==> src/rtl/useq_pkg.sv <==
package useq_pkg;
  localparam int BUS_W    = 32;
  localparam int INSTR_W  = 40;
  localparam int HI_W     = INSTR_W - BUS_W;
  localparam int CTRL_IDX = 0;
  localparam int LO_IDX   = 1;
  localparam int HI_IDX   = 2;
  localparam int STAT_IDX = 3;
  localparam int BIT_HALT = 0;
  localparam int BIT_LOAD = 1;
  localparam int BIT_PRST = 2;

  typedef struct packed {
    logic load;
    logic halt;
  } mode_t;
endpackage

==> src/rtl/useq_rst_sync.sv <==
module useq_rst_sync (
  input  logic clk,
  input  logic rst_n,
  output logic rst_sync_n
);
  logic [1:0] sync_q;

  always_ff @(posedge clk or negedge rst_n) begin
    if (!rst_n) sync_q <= 2'b00;
    else        sync_q <= {sync_q[0], 1'b1};
  end

  assign rst_sync_n = sync_q[1];
endmodule

==> src/rtl/useq_regs.sv <==
module useq_regs
  import useq_pkg::*;
#(
  parameter int ADDR_W = 4
) (
  input  logic               clk,
  input  logic               rst_n,
  input  logic [ADDR_W-1:0]  bus_addr,
  input  logic [BUS_W-1:0]   bus_wdata,
  input  logic               bus_wr,
  input  logic               bus_rd,
  input  logic [INSTR_W-1:0] cur_word,
  output logic [BUS_W-1:0]   bus_rdata,
  output logic               run,
  output logic               load_mode,
  output logic               err_flag,
  output logic               ip_clr,
  output logic               port_step,
  output logic               mem_we,
  output logic [INSTR_W-1:0] mem_wdata
);
  localparam int IDX_W = ADDR_W - 2;

  logic             aligned;
  logic [IDX_W-1:0] idx;
  logic             sel_ctrl, sel_lo, sel_hi, sel_stat;
  logic             ctrl_wr, bad_combo;

  mode_t            mode_q, mode_d;
  logic             mode_en;
  logic             err_q, err_d, err_en;
  logic [BUS_W-1:0] stage_q, stage_d;
  logic             stage_en;

  // address decode
  assign aligned  = (bus_addr[1:0] == 2'b00);
  assign idx      = bus_addr[ADDR_W-1:2];
  assign sel_ctrl = aligned && (idx == IDX_W'(CTRL_IDX));
  assign sel_lo   = aligned && (idx == IDX_W'(LO_IDX));
  assign sel_hi   = aligned && (idx == IDX_W'(HI_IDX));
  assign sel_stat = aligned && (idx == IDX_W'(STAT_IDX));

  assign ctrl_wr   = bus_wr && sel_ctrl;
  assign bad_combo = bus_wdata[BIT_PRST] && bus_wdata[BIT_LOAD];

  // next-state
  always_comb begin
    mode_d   = mode_q;
    mode_en  = 1'b0;
    err_d    = err_q;
    err_en   = 1'b0;
    stage_d  = stage_q;
    stage_en = 1'b0;
    if (ctrl_wr) begin
      if (bad_combo) begin
        err_d  = 1'b1;
        err_en = 1'b1;
      end else begin
        mode_d.halt = bus_wdata[BIT_HALT];
        mode_d.load = bus_wdata[BIT_LOAD];
        mode_en     = 1'b1;
      end
    end
    if (mode_q.load && bus_wr && sel_lo) begin
      stage_d  = bus_wdata;
      stage_en = 1'b1;
    end
  end

  // registers
  always_ff @(posedge clk or negedge rst_n) begin
    if (!rst_n) begin
      mode_q <= '{load: 1'b0, halt: 1'b1};
      err_q  <= 1'b0;
    end else begin
      if (mode_en) mode_q <= mode_d;
      if (err_en)  err_q  <= err_d;
    end
  end

  always_ff @(posedge clk or negedge rst_n) begin
    if (!rst_n)        stage_q <= '0;
    else if (stage_en) stage_q <= stage_d;
  end

  // sequencer-side controls
  assign run       = !mode_q.halt && !mode_q.load;
  assign load_mode = mode_q.load;
  assign err_flag  = err_q;
  assign ip_clr    = ctrl_wr && bus_wdata[BIT_PRST] && !bus_wdata[BIT_LOAD];
  assign port_step = mode_q.load && sel_hi && (bus_wr || bus_rd);
  assign mem_we    = mode_q.load && sel_hi && bus_wr;
  assign mem_wdata = {bus_wdata[HI_W-1:0], stage_q};

  // read mux
  always_comb begin
    bus_rdata = '0;
    if (sel_ctrl) begin
      bus_rdata[BIT_HALT] = mode_q.halt;
      bus_rdata[BIT_LOAD] = mode_q.load;
    end else if (sel_lo) begin
      bus_rdata = cur_word[BUS_W-1:0];
    end else if (sel_hi) begin
      bus_rdata[HI_W-1:0] = cur_word[INSTR_W-1:BUS_W];
    end else if (sel_stat) begin
      bus_rdata[0] = err_q;
    end
  end
endmodule

==> src/rtl/useq_iptr.sv <==
module useq_iptr #(
  parameter int DEPTH = 16,
  localparam int IP_W = $clog2(DEPTH)
) (
  input  logic            clk,
  input  logic            rst_n,
  input  logic            clr,
  input  logic            run,
  input  logic            port_step,
  output logic [IP_W-1:0] ip
);
  localparam logic [IP_W-1:0] LAST = IP_W'(DEPTH - 1);

  logic [IP_W-1:0] ip_q, ip_d;
  logic            ip_en;

  always_comb begin
    ip_en = clr || run || port_step;
    if (clr)              ip_d = '0;
    else if (ip_q == LAST) ip_d = '0;
    else                  ip_d = ip_q + 1'b1;
  end

  always_ff @(posedge clk or negedge rst_n) begin
    if (!rst_n)     ip_q <= '0;
    else if (ip_en) ip_q <= ip_d;
  end

  assign ip = ip_q;
endmodule

==> src/rtl/useq_imem.sv <==
module useq_imem #(
  parameter int DEPTH  = 16,
  parameter int WORD_W = 40,
  localparam int IP_W  = $clog2(DEPTH)
) (
  input  logic              clk,
  input  logic              we,
  input  logic [IP_W-1:0]   addr,
  input  logic [WORD_W-1:0] wdata,
  output logic [WORD_W-1:0] rdata
);
  logic [WORD_W-1:0] mem_q [DEPTH];

  always_ff @(posedge clk) begin
    if (we) mem_q[addr] <= wdata;
  end

  assign rdata = mem_q[addr];
endmodule

==> src/rtl/useq_ctrl.sv <==
module useq_ctrl
  import useq_pkg::*;
#(
  parameter int DEPTH  = 16,
  parameter int ADDR_W = 4,
  localparam int IP_W  = $clog2(DEPTH)
) (
  input  logic               clk,
  input  logic               rst_n,
  input  logic [ADDR_W-1:0]  bus_addr,
  input  logic [BUS_W-1:0]   bus_wdata,
  input  logic               bus_wr,
  input  logic               bus_rd,
  output logic [BUS_W-1:0]   bus_rdata,
  output logic               seq_run,
  output logic [IP_W-1:0]    seq_ip,
  output logic [INSTR_W-1:0] seq_instr
);
  logic               rst_sync_n;
  logic               run, load_mode, err_flag;
  logic               ip_clr, port_step, mem_we;
  logic [INSTR_W-1:0] mem_wdata, cur_word;
  logic [IP_W-1:0]    ip;

  useq_rst_sync u_rst (
    .clk        (clk),
    .rst_n      (rst_n),
    .rst_sync_n (rst_sync_n)
  );

  useq_regs #(.ADDR_W(ADDR_W)) u_regs (
    .clk       (clk),
    .rst_n     (rst_sync_n),
    .bus_addr  (bus_addr),
    .bus_wdata (bus_wdata),
    .bus_wr    (bus_wr),
    .bus_rd    (bus_rd),
    .cur_word  (cur_word),
    .bus_rdata (bus_rdata),
    .run       (run),
    .load_mode (load_mode),
    .err_flag  (err_flag),
    .ip_clr    (ip_clr),
    .port_step (port_step),
    .mem_we    (mem_we),
    .mem_wdata (mem_wdata)
  );

  useq_iptr #(.DEPTH(DEPTH)) u_iptr (
    .clk       (clk),
    .rst_n     (rst_sync_n),
    .clr       (ip_clr),
    .run       (run),
    .port_step (port_step),
    .ip        (ip)
  );

  useq_imem #(.DEPTH(DEPTH), .WORD_W(INSTR_W)) u_imem (
    .clk   (clk),
    .we    (mem_we),
    .addr  (ip),
    .wdata (mem_wdata),
    .rdata (cur_word)
  );

  assign seq_run   = run;
  assign seq_ip    = ip;
  assign seq_instr = cur_word;
endmodule

==> config.mk <==
export PLATFORM = sky130hd
export DESIGN_NAME = useq_ctrl
export DESIGN_NICKNAME = d
export VERILOG_FILES = /design/src/rtl/useq_pkg.sv /design/src/rtl/useq_rst_sync.sv /design/src/rtl/useq_regs.sv /design/src/rtl/useq_iptr.sv /design/src/rtl/useq_imem.sv /design/src/rtl/useq_ctrl.sv
export SDC_FILE = /design/constraint.sdc
export NUM_CORES = 1
export LEC_CHECK = 0
export ABC_AREA = 1
export BUFFER_PORTS_ARGS = -buffer_cell sky130_fd_sc_hd__buf_4
export CORE_MARGIN = 5
export CORE_UTILIZATION = 52
export DETAILED_ROUTE_END_ITERATION = 16
export MAX_ROUTING_LAYER = met4
export PLACE_DENSITY_LB_ADDON = 0.08
export SYNTH_ARGS = -nofsm -noshare
export SYNTH_HDL_FRONTEND = slang
export SYNTH_SLANG_ARGS = --single-unit
export TNS_END_PERCENT = 100
==> constraint.sdc <==
create_clock -name clk -period 2.03 [get_ports clk]
set_input_delay 0.1015 -clock clk [delete_from_list [all_inputs] [get_ports clk]]
set_output_delay 0.1015 -clock clk [all_outputs]
set_load 0.01 [all_outputs]
* Word-level counts from Yosys, hierarchy flattened *
Memory sizes are Yosys's and may differ from the RTL's.
Index checks and enable logic that the tools add are counted.

operators by class
  equal/unequal tests = 4
  reductions and logical operators = 25
  mux-type cells = 16
  add/subtract/negate cells = 1
  bitwise operators = 1

operators by type and width
  kind                 count
  $mux 30              1
  $mux 24              1
  $logic_and 1x1->1    14
  $mux 1               9
  $mux 4               2
  $mux 8               1
  $mux 7               1
  $reduce_and 3->1     2
  $add 4x1->4 const B  1
  $eq 2x2->1 const B   2
  $eq 4x4->1 const B   1
  $logic_not 2->1      2
  $logic_not 1->1      3
  $logic_or 1x1->1     3
  $eq 2x1->1 const B   1
  $mux 2               1
  $reduce_and 2->1     1
  $not 1->1            1

word-level totals
  register bits = 41
  logic and storage cells = 54
  output and inout bits = 77
  memory bits (writable) = 640
  memories = 1
  input port bits = 40

memory list
  memory        depth  bits a word  rd ports  clocked after memory_dff  wr ports  line             text
  u_imem.mem_q  16     40           1         0                         1         useq_imem.sv:12  logic [WORD_W-1:0] mem_q [DEPTH];

* Logic depth before layout (Yosys ltp) *
Gate-level depths: netlist of run 1.

  depth in word-level cells = 7
  gate-level depth with buffers = 12
  gate-level depth less buffers = 9

* Modules after synthesis *
From an unflattened synthesis of run 1, not the netlist that was laid out.

unflattened totals
  cells, all modules = 2884
  area total of the unflattened synthesis = 29189.2 µm²

modules (own cells, without submodules)
  module         seq. area each (µm²)  times used  cells an instance  area an instance (µm²)
  useq_imem      19218.4               1           2593               26902.1
  useq_regs      877.1                 1           256                1998.2
  useq_iptr      100.1                 1           32                 235.2
  useq_rst_sync  50.0                  1           3                  53.8

* Least setup slack after synthesis of run 1 *
OpenSTA, ideal clock, no wires.

  path type = register to register
  start = register u_iptr.ip_q[0] (netlist: u_iptr.ip[0])
  end = memory u_imem.mem_q[0][0] (enable)
  data arrival time = 3083 ps
  buffers on the path = 4
  path slack = -1490 ps
  library setup time = 437 ps
  stages on the path, launching flop included = 9
  period minus slack after synthesis = 3520 ps
  data required time = 1593 ps
  cells stage by stage = dfrtp_1 > buf_4 > inv_2 > buf_6 > buf_4 > buf_2 > ha_1 > nand2_1 > nor2_1

RTL lines
  element                 line             text
  from (decl)             useq_iptr.sv:14  logic [IP_W-1:0] ip_q, ip_d;
  from (signal assigned)  useq_iptr.sv:26  else if (ip_en) ip_q <= ip_d;
  to (decl)               useq_imem.sv:12

Straight into the memory's write port.

* Worst setup path in the final report of run 1 *
  start = register u_iptr.ip_q[0] (netlist: u_iptr.ip[0])
  end = output port seq_instr[3]

between the ends
  longest elaborated chain between the ends = 1

ends and longest elaborated chain
  element        line             text
  $mem_v2 16x40  -
  to (decl)      useq_ctrl.sv:17  output logic [INSTR_W-1:0] seq_instr

No other way between the ends.

==> flow_summary.toml, run 1 <==
[routing]
wl_per_cell_um = 24.8
drcViolationCount = 0
ant_nets = 0
drtIter0Drc = 1772
routed_wl_mm = 78.9
drt_first_pass_iters = 5
viasPerCell = 5.87
vias = 18645

[sta]
grt_setup_unrepaired = "true"
clock_skew_ps = 27.3
max_freq_mhz = 380
setup_viol = 390
worst_slew_pin_slew_ps = 658
slew_headroom_pct = 56.1
final-max-slew-violation-count = 0
fin_tns_setup_ps = -47770
period_minus_slack_ps = 2630
finalHoldViolCount = 0
layout_worst_path_cycle_share_pct = 130
layout_setup_ws_ps = -599
whs_ps = 21.5

[global_routing]
grt_max_degree = 56
grt_first_pass_wirelength_mm = 111
overflow = 0
grt_pass1_vias = 17616
antenna_found_initial = 1
track_usage_pct = 26.7

[synth]
syn-cell-area_sq_um = 27200
avgSynthCellArea_sq_um = 12.6
synthCells = 2153
ys_warn_count = 0
syn-num-nets = 2197
synth_area_leaders = "edfxtp_1, o21ai_0, nor2_1"
ys_seq_area_share_pct = 74.5
ys_seq_elements = 681
synth_area_leader_cell = "edfxtp_1"
synth_top_area_share_pct = 70.7
yosys.cell_types.count = 30

[floorplanning]
row_count = 83
die_w_um = 239
core_area_sq_um = 51500
die_area_sq_um = 56900
die_h_um = 239
ioPinCount = 117
start_util_pct = 52.8

[place]
dp_hpwl_mm = 41.9
numPortBuffers = 116
gp_congestion = 0.844
dpl.cell_count = 2959
postPlaceCellArea_sq_um = 30300
pre_cts_ws_ps = -106

[setup_path]
crit_required_ps = 1930
worstPathMaxFanout = 6
r2r-start = "u_iptr.ip[0]$_DFFE_PN0P_"
crit_type = "flip-flop to primary output"
slowest_stage = "dfrtp_4"
cp.arrival_ps = 2530
crit_start = "u_iptr.ip[0]$_DFFE_PN0P_"
crit_buf_inv = 5
max_stage_delay_ps = 520
cp_top_family = "buffers and inverters"
endpoint_kind = "primary output"
cpMostUsedCell = "o21ai_1"
crit_chain = "buf_12, buf_8, buf_16, nor2_4, nor2_2, o21ai_1, o21ai_1, nand2_1, nand4_1, buf_4, buf_6"
cp-start-kind = "flip-flop"

[clock_network]
cts_made_buffers = 71
cts_tree = "done"
clock_path_buffers = 3
clock_latency_ps = 610
cts.sinks = 681
h-tree-depth = 3
clk_pin_slew_ps = 60
root_buffer = "clkbuf_16"

[power_and_ir_drop]
powerDensity_nw_per_um2 = 1400
totalPowerFinal_mw = 48.8
p_leak_nw = 12.5
ir_drop_mv = 0.901

[layout]
nets = 2480
fin_util_pct = 67.5
fin_cells = 3176
fin_area_sq_um = 34800
area_growth_pct = 28.0
drive_gt1_share_pct = 24.5

[outcome]
status = "finished, violations left"
failed_checks = "setup timing"

[hold_path]
holdCritStartpoint = "bus_addr[3]"
hp-class = "input port to flip-flop"

[flow_run]
maxCapViolCount = 0
## cells by family after synthesis
| kind of cell | synth area share, % |
|---|---|
| compound gates | 9.64 |
| xor+xnor | 0.0645 |
| fa+ha+maj | 0.184 |
| buf+inv | 3.30 |
| flops | 74.5 |
| mux | 1.53 |
| other cells | 0.0138 |
| simple gates | 10.8 |
## synth_stat cells
library cell    n
a21oi_1         2
a31o_2          1
a31oi_1        24
buf_1           2
buf_2          28
buf_4          16
buf_6          12
clkbuf_1       69
clkbuf_2        1
conb_1          1
dfrtp_1        40
dfstp_2         1
edfxtp_1      640
ha_1            4
inv_1          59
inv_2           2
mux2_2          5
mux2_4         24
nand2_1       267
nand3_1        38
nand3_4         1
nand4_1        18
nor2_1        421
nor2_2          1
nor3_1          1
nor3_4          1
o21ai_0       362
o21ai_1        38
o22ai_1        72
xor2_1          2
## timing repair
item	4_1_cts	5_1_grt
cloned	9	24
endpoints found under the hold margin	166	0
setup endpoints to repair	228	461
setup buffers	9	8
hold buffers	35	0
pin swaps	17	41
gates resized for setup	106	291
## tightest hold or removal path, stage by stage
cell and delay [ps]:
buf_4 110, nor2_1 70, nand2_1 80, nor2_1 100
a21oi_1 120
## layer usage
metal / vias to the layer above / global-route usage [%] / wire, um
met5: - / - / 0
met4: 0 / 7.72 / 1840
met3: 124 / 4.30 / 5800
met2: 776 / 41.8 / 38500
met1: 9406 / 36.9 / 32700
li1: 8339 / - / -
## registers in the layout (all words and copies together) (netlist names)
register          flops
u_iptr.ip             4
u_regs.load_mode      1
u_regs.stage_q       32
u_imem.mem_q        640
u_rst.sync_q          2
u_regs.err_flag       1
u_regs.mode_q         1
## area by class of cell
cell class              instances  area (sq um)
multi-input cells            1283          6860
clock buffers                  90          1920
inverters                      61           258
diodes                          2          5.00
fillers                      3662         16700
well taps                     680           851
clock inverters                41           384
repair buffers                335          4190
flip-flops and latches        681         20300
repair inverters                3          62.6
## path summary, 6_finish.rpt
check,end,slack [ps],depth (start not counted)
worst max-delay path,seq_instr[3],-600,11
worst min-delay path,u_regs.load_mode$_DFFE_PN0P_,20,5
worst max register to register,u_imem.mem_q[1][8]$_DFFE_PP_,-130,8
worst min register to register,u_regs.stage_q[23]$_DFFE_PN0P_,250,0
max in group asynchronous,u_regs.mode_q[0]$_DFFE_PN1P_,1120,1
min in group asynchronous,u_regs.stage_q[23]$_DFFE_PN0P_,250,0
## placed cells by master (no fill, tap or decap), drive strengths merged, types with 4 or more instances in the layout
master,n
nand2,267
o22ai,72
clkinv,34
dfrtp,40
bufinv,7
nor2,422
dlygate4sd3,35
inv,63
nand4,18
mux2,29
buf,281
o21ai,400
a31oi,24
ha,4
edfxtp,640
clkbuf,107
nand3,39
## where the power goes
group / internal (mW) / total [mW] / switching [mW]
Sequential: 16.3 / 17.1 / 0.826
Combinational: 8.19 / 18.9 / 10.7
Clock: 7.61 / 12.9 / 5.28
(Power assumes the default switching activity.)
==> inputs of run 2 (changes only) <==
--- a/constraint.sdc
+++ b/constraint.sdc
@@ -3,2 +3,2 @@
 set_output_delay 0.1015 -clock clk [all_outputs]
-set_load 0.01 [all_outputs]
+set_load 0.005 [all_outputs]
==> run 2 against run 1 <==
  * The run still ends with setup timing left
  * Register-to-register slack better by 150 ps
  * Total power increased by 0.43%
  * Setup slack better by 7.0 ps
  * Critical path type unchanged
  * Die area did not move
  * Sequential power hardly changed
  * Largest cell class unchanged
==> flow_summary.toml, run 2 (synthesis results as in run 1) <==
[floorplanning]
die_area_sq_um = 56900
core_area_sq_um = 51500
die_w_um = 239
start_util_pct = 52.8
die_h_um = 239
row_count = 83
ioPinCount = 117

[routing]
ant_nets = 0
routed_wl_mm = 77.9
dr.max_layer_used = "met4"
vias = 18419
drt_first_pass_iters = 6
wl_met1_mm = 33.0
viasPerCell = 5.81
drtIter0Drc = 1881
wl_per_cell_um = 24.6
dr_wl_met2_mm = 37.3
drcViolationCount = 0
wl_met3_mm = 5.49

[place]
gp_congestion = 0.844
dp_hpwl_mm = 40.2
dpl.cell_count = 2929
numPortBuffers = 116

[setup_path]
r2r-start = "u_iptr.ip[0]$_DFFE_PN0P_"
cp-start-kind = "flip-flop"
crit_buf_inv = 6
cp_top_family = "buffers and inverters"
slowest_stage = "dfrtp_4"
crit_start = "u_iptr.ip[0]$_DFFE_PN0P_"
cpMostUsedCell = "buf_6"
crit_required_ps = 1930
worstPathMaxFanout = 7
crit_chain = "buf_6, buf_12, buf_12, buf_4, nor2_4, nor2_1, o21ai_1, o21ai_1, nand2_1, nand4_1, buf_6, nand2_2, nand2_2, buf_6"
crit_end = "bus_rdata[7]"
crit_type = "flip-flop to primary output"
worst-path-stages = 14
cp.arrival_ps = 2520
endpoint_kind = "primary output"
worst-r2r-cell-count = 8
max_stage_delay_ps = 520
r2r_setup_slack_ps = 20
r2r_end = "u_imem.mem_q[14][5]$_DFFE_PP_"

[sta]
layout_setup_ws_ps = -592
period_minus_slack_ps = 2620
grt_setup_unrepaired = "true"
slew_headroom_pct = 57.2
finalHoldViolCount = 0
max_freq_mhz = 381
layout_worst_path_cycle_share_pct = 129
final-max-slew-violation-count = 0
clock_skew_ps = 32.6
setup_viol = 72
worst_slew_pin_slew_ps = 643

[clock_network]
root_buffer = "clkbuf_16"
clk_pin_slew_ps = 60
cts.sinks = 681
clock_path_buffers = 3
cts_made_buffers = 72
clock_latency_ps = 610
h-tree-depth = 3
cts_tree = "done"

[outcome]
failed_checks = "setup timing"
status = "finished, violations left"

[layout]
antenna_cells = 0
largest_reg_flops = 640
mostFrequentLayoutCell = "edfxtp_1"
num-fill-cells = 3588
seq_area_sq_um = 20300
area_growth_pct = 29.2
final_cell_mix = "edfxtp_1, nor2_1, nand2_1, o21ai_0, o21ai_1"
drive_gt1_share_pct = 25.8
nets = 2475
top_register = "u_imem.mem_q"
multi_input_area_sq_um = 6950
fin_cells = 3168

[power_and_ir_drop]
ir_drop_mv = 0.808
p_leak_nw = 12.6
totalPowerFinal_mw = 49.0
powerDensity_nw_per_um2 = 1400

[global_routing]
grt_pass1_vias = 17585
grt_max_degree = 45
track_usage_pct = 26.6
overflow = 0
grt_first_pass_wirelength_mm = 111
antenna_found_initial = 0

[hold_path]
hp-class = "input port to flip-flop"
holdCritStartpoint = "bus_addr[3]"

[flow_run]
maxCapViolCount = 0
-- run 2: per-layer routing --
metal,global-route usage [%],up-vias
met2,41.3,744
li1,-,8316
met4,7.55,0
met5,-,-
met3,4.19,143
met1,37.3,9216
-- run 2: worst min-delay path: stages --
cell and delay [ps]:
buf_4 120, nor2_1 70, nand2_1 110, inv_1 60, a31o_2 190
-- run 2: where the power goes --
part	total (mW)	internal (mW)	switching, mW
logic	18.8	8.38	10.4
registers	17.1	16.3	0.829
clock network	13.2	7.82	5.35
total	49.0	32.5	16.6
-- run 2: final cells by class --
class	instances	area share [%]
multi-input cells	1283	19.8
well taps	680	2.42
repair inverters	3	0.110
repair buffers	329	12.6
flip-flops and latches	681	57.7
clock inverters	40	1.18
inverters	61	0.741
clock buffers	91	5.54
-- run 2: timing repair --
action / CTS / global route
hold buffers: 35 / 0
gates cloned: 18 / 25
gates resized for setup: 246 / 241
buffers inserted: 15 / 19
setup endpoints to repair: 72 / 242
hold endpoints to repair: 164 / 0
pin swaps: 32 / 54
-- run 2: worst min path at each step --
stage	end	slack [ps]	cells after the start
floorplan	u_rst.sync_q[0]$_DFF_PN0_	-190	0
global placement	u_rst.sync_q[0]$_DFF_PN0_	-120	1
detailed placement	u_rst.sync_q[0]$_DFF_PN0_	-120	1
CTS	u_regs.err_flag$_DFFE_PN0P_	40	5
global route	u_regs.err_flag$_DFFE_PN0P_	110	5
finish	u_regs.err_flag$_DFFE_PN0P_	90	5
-- run 2: stage by stage --
step	util, %	TNS, ps	area (sq um)	hold slack [ps]	worst slack [ps]
after detailed placement	58.3	0	30000	-115	2.26
after global placement	58.3	-56.0	30000	-116	-4.40
final	68.2	-32250	35100	93.1	-592
after CTS	65.6	-34510	33800	39.4	-567
after global routing	68.2	-39230	35100	110	-688
after floorplan	-	-130630	27400	-194	-240
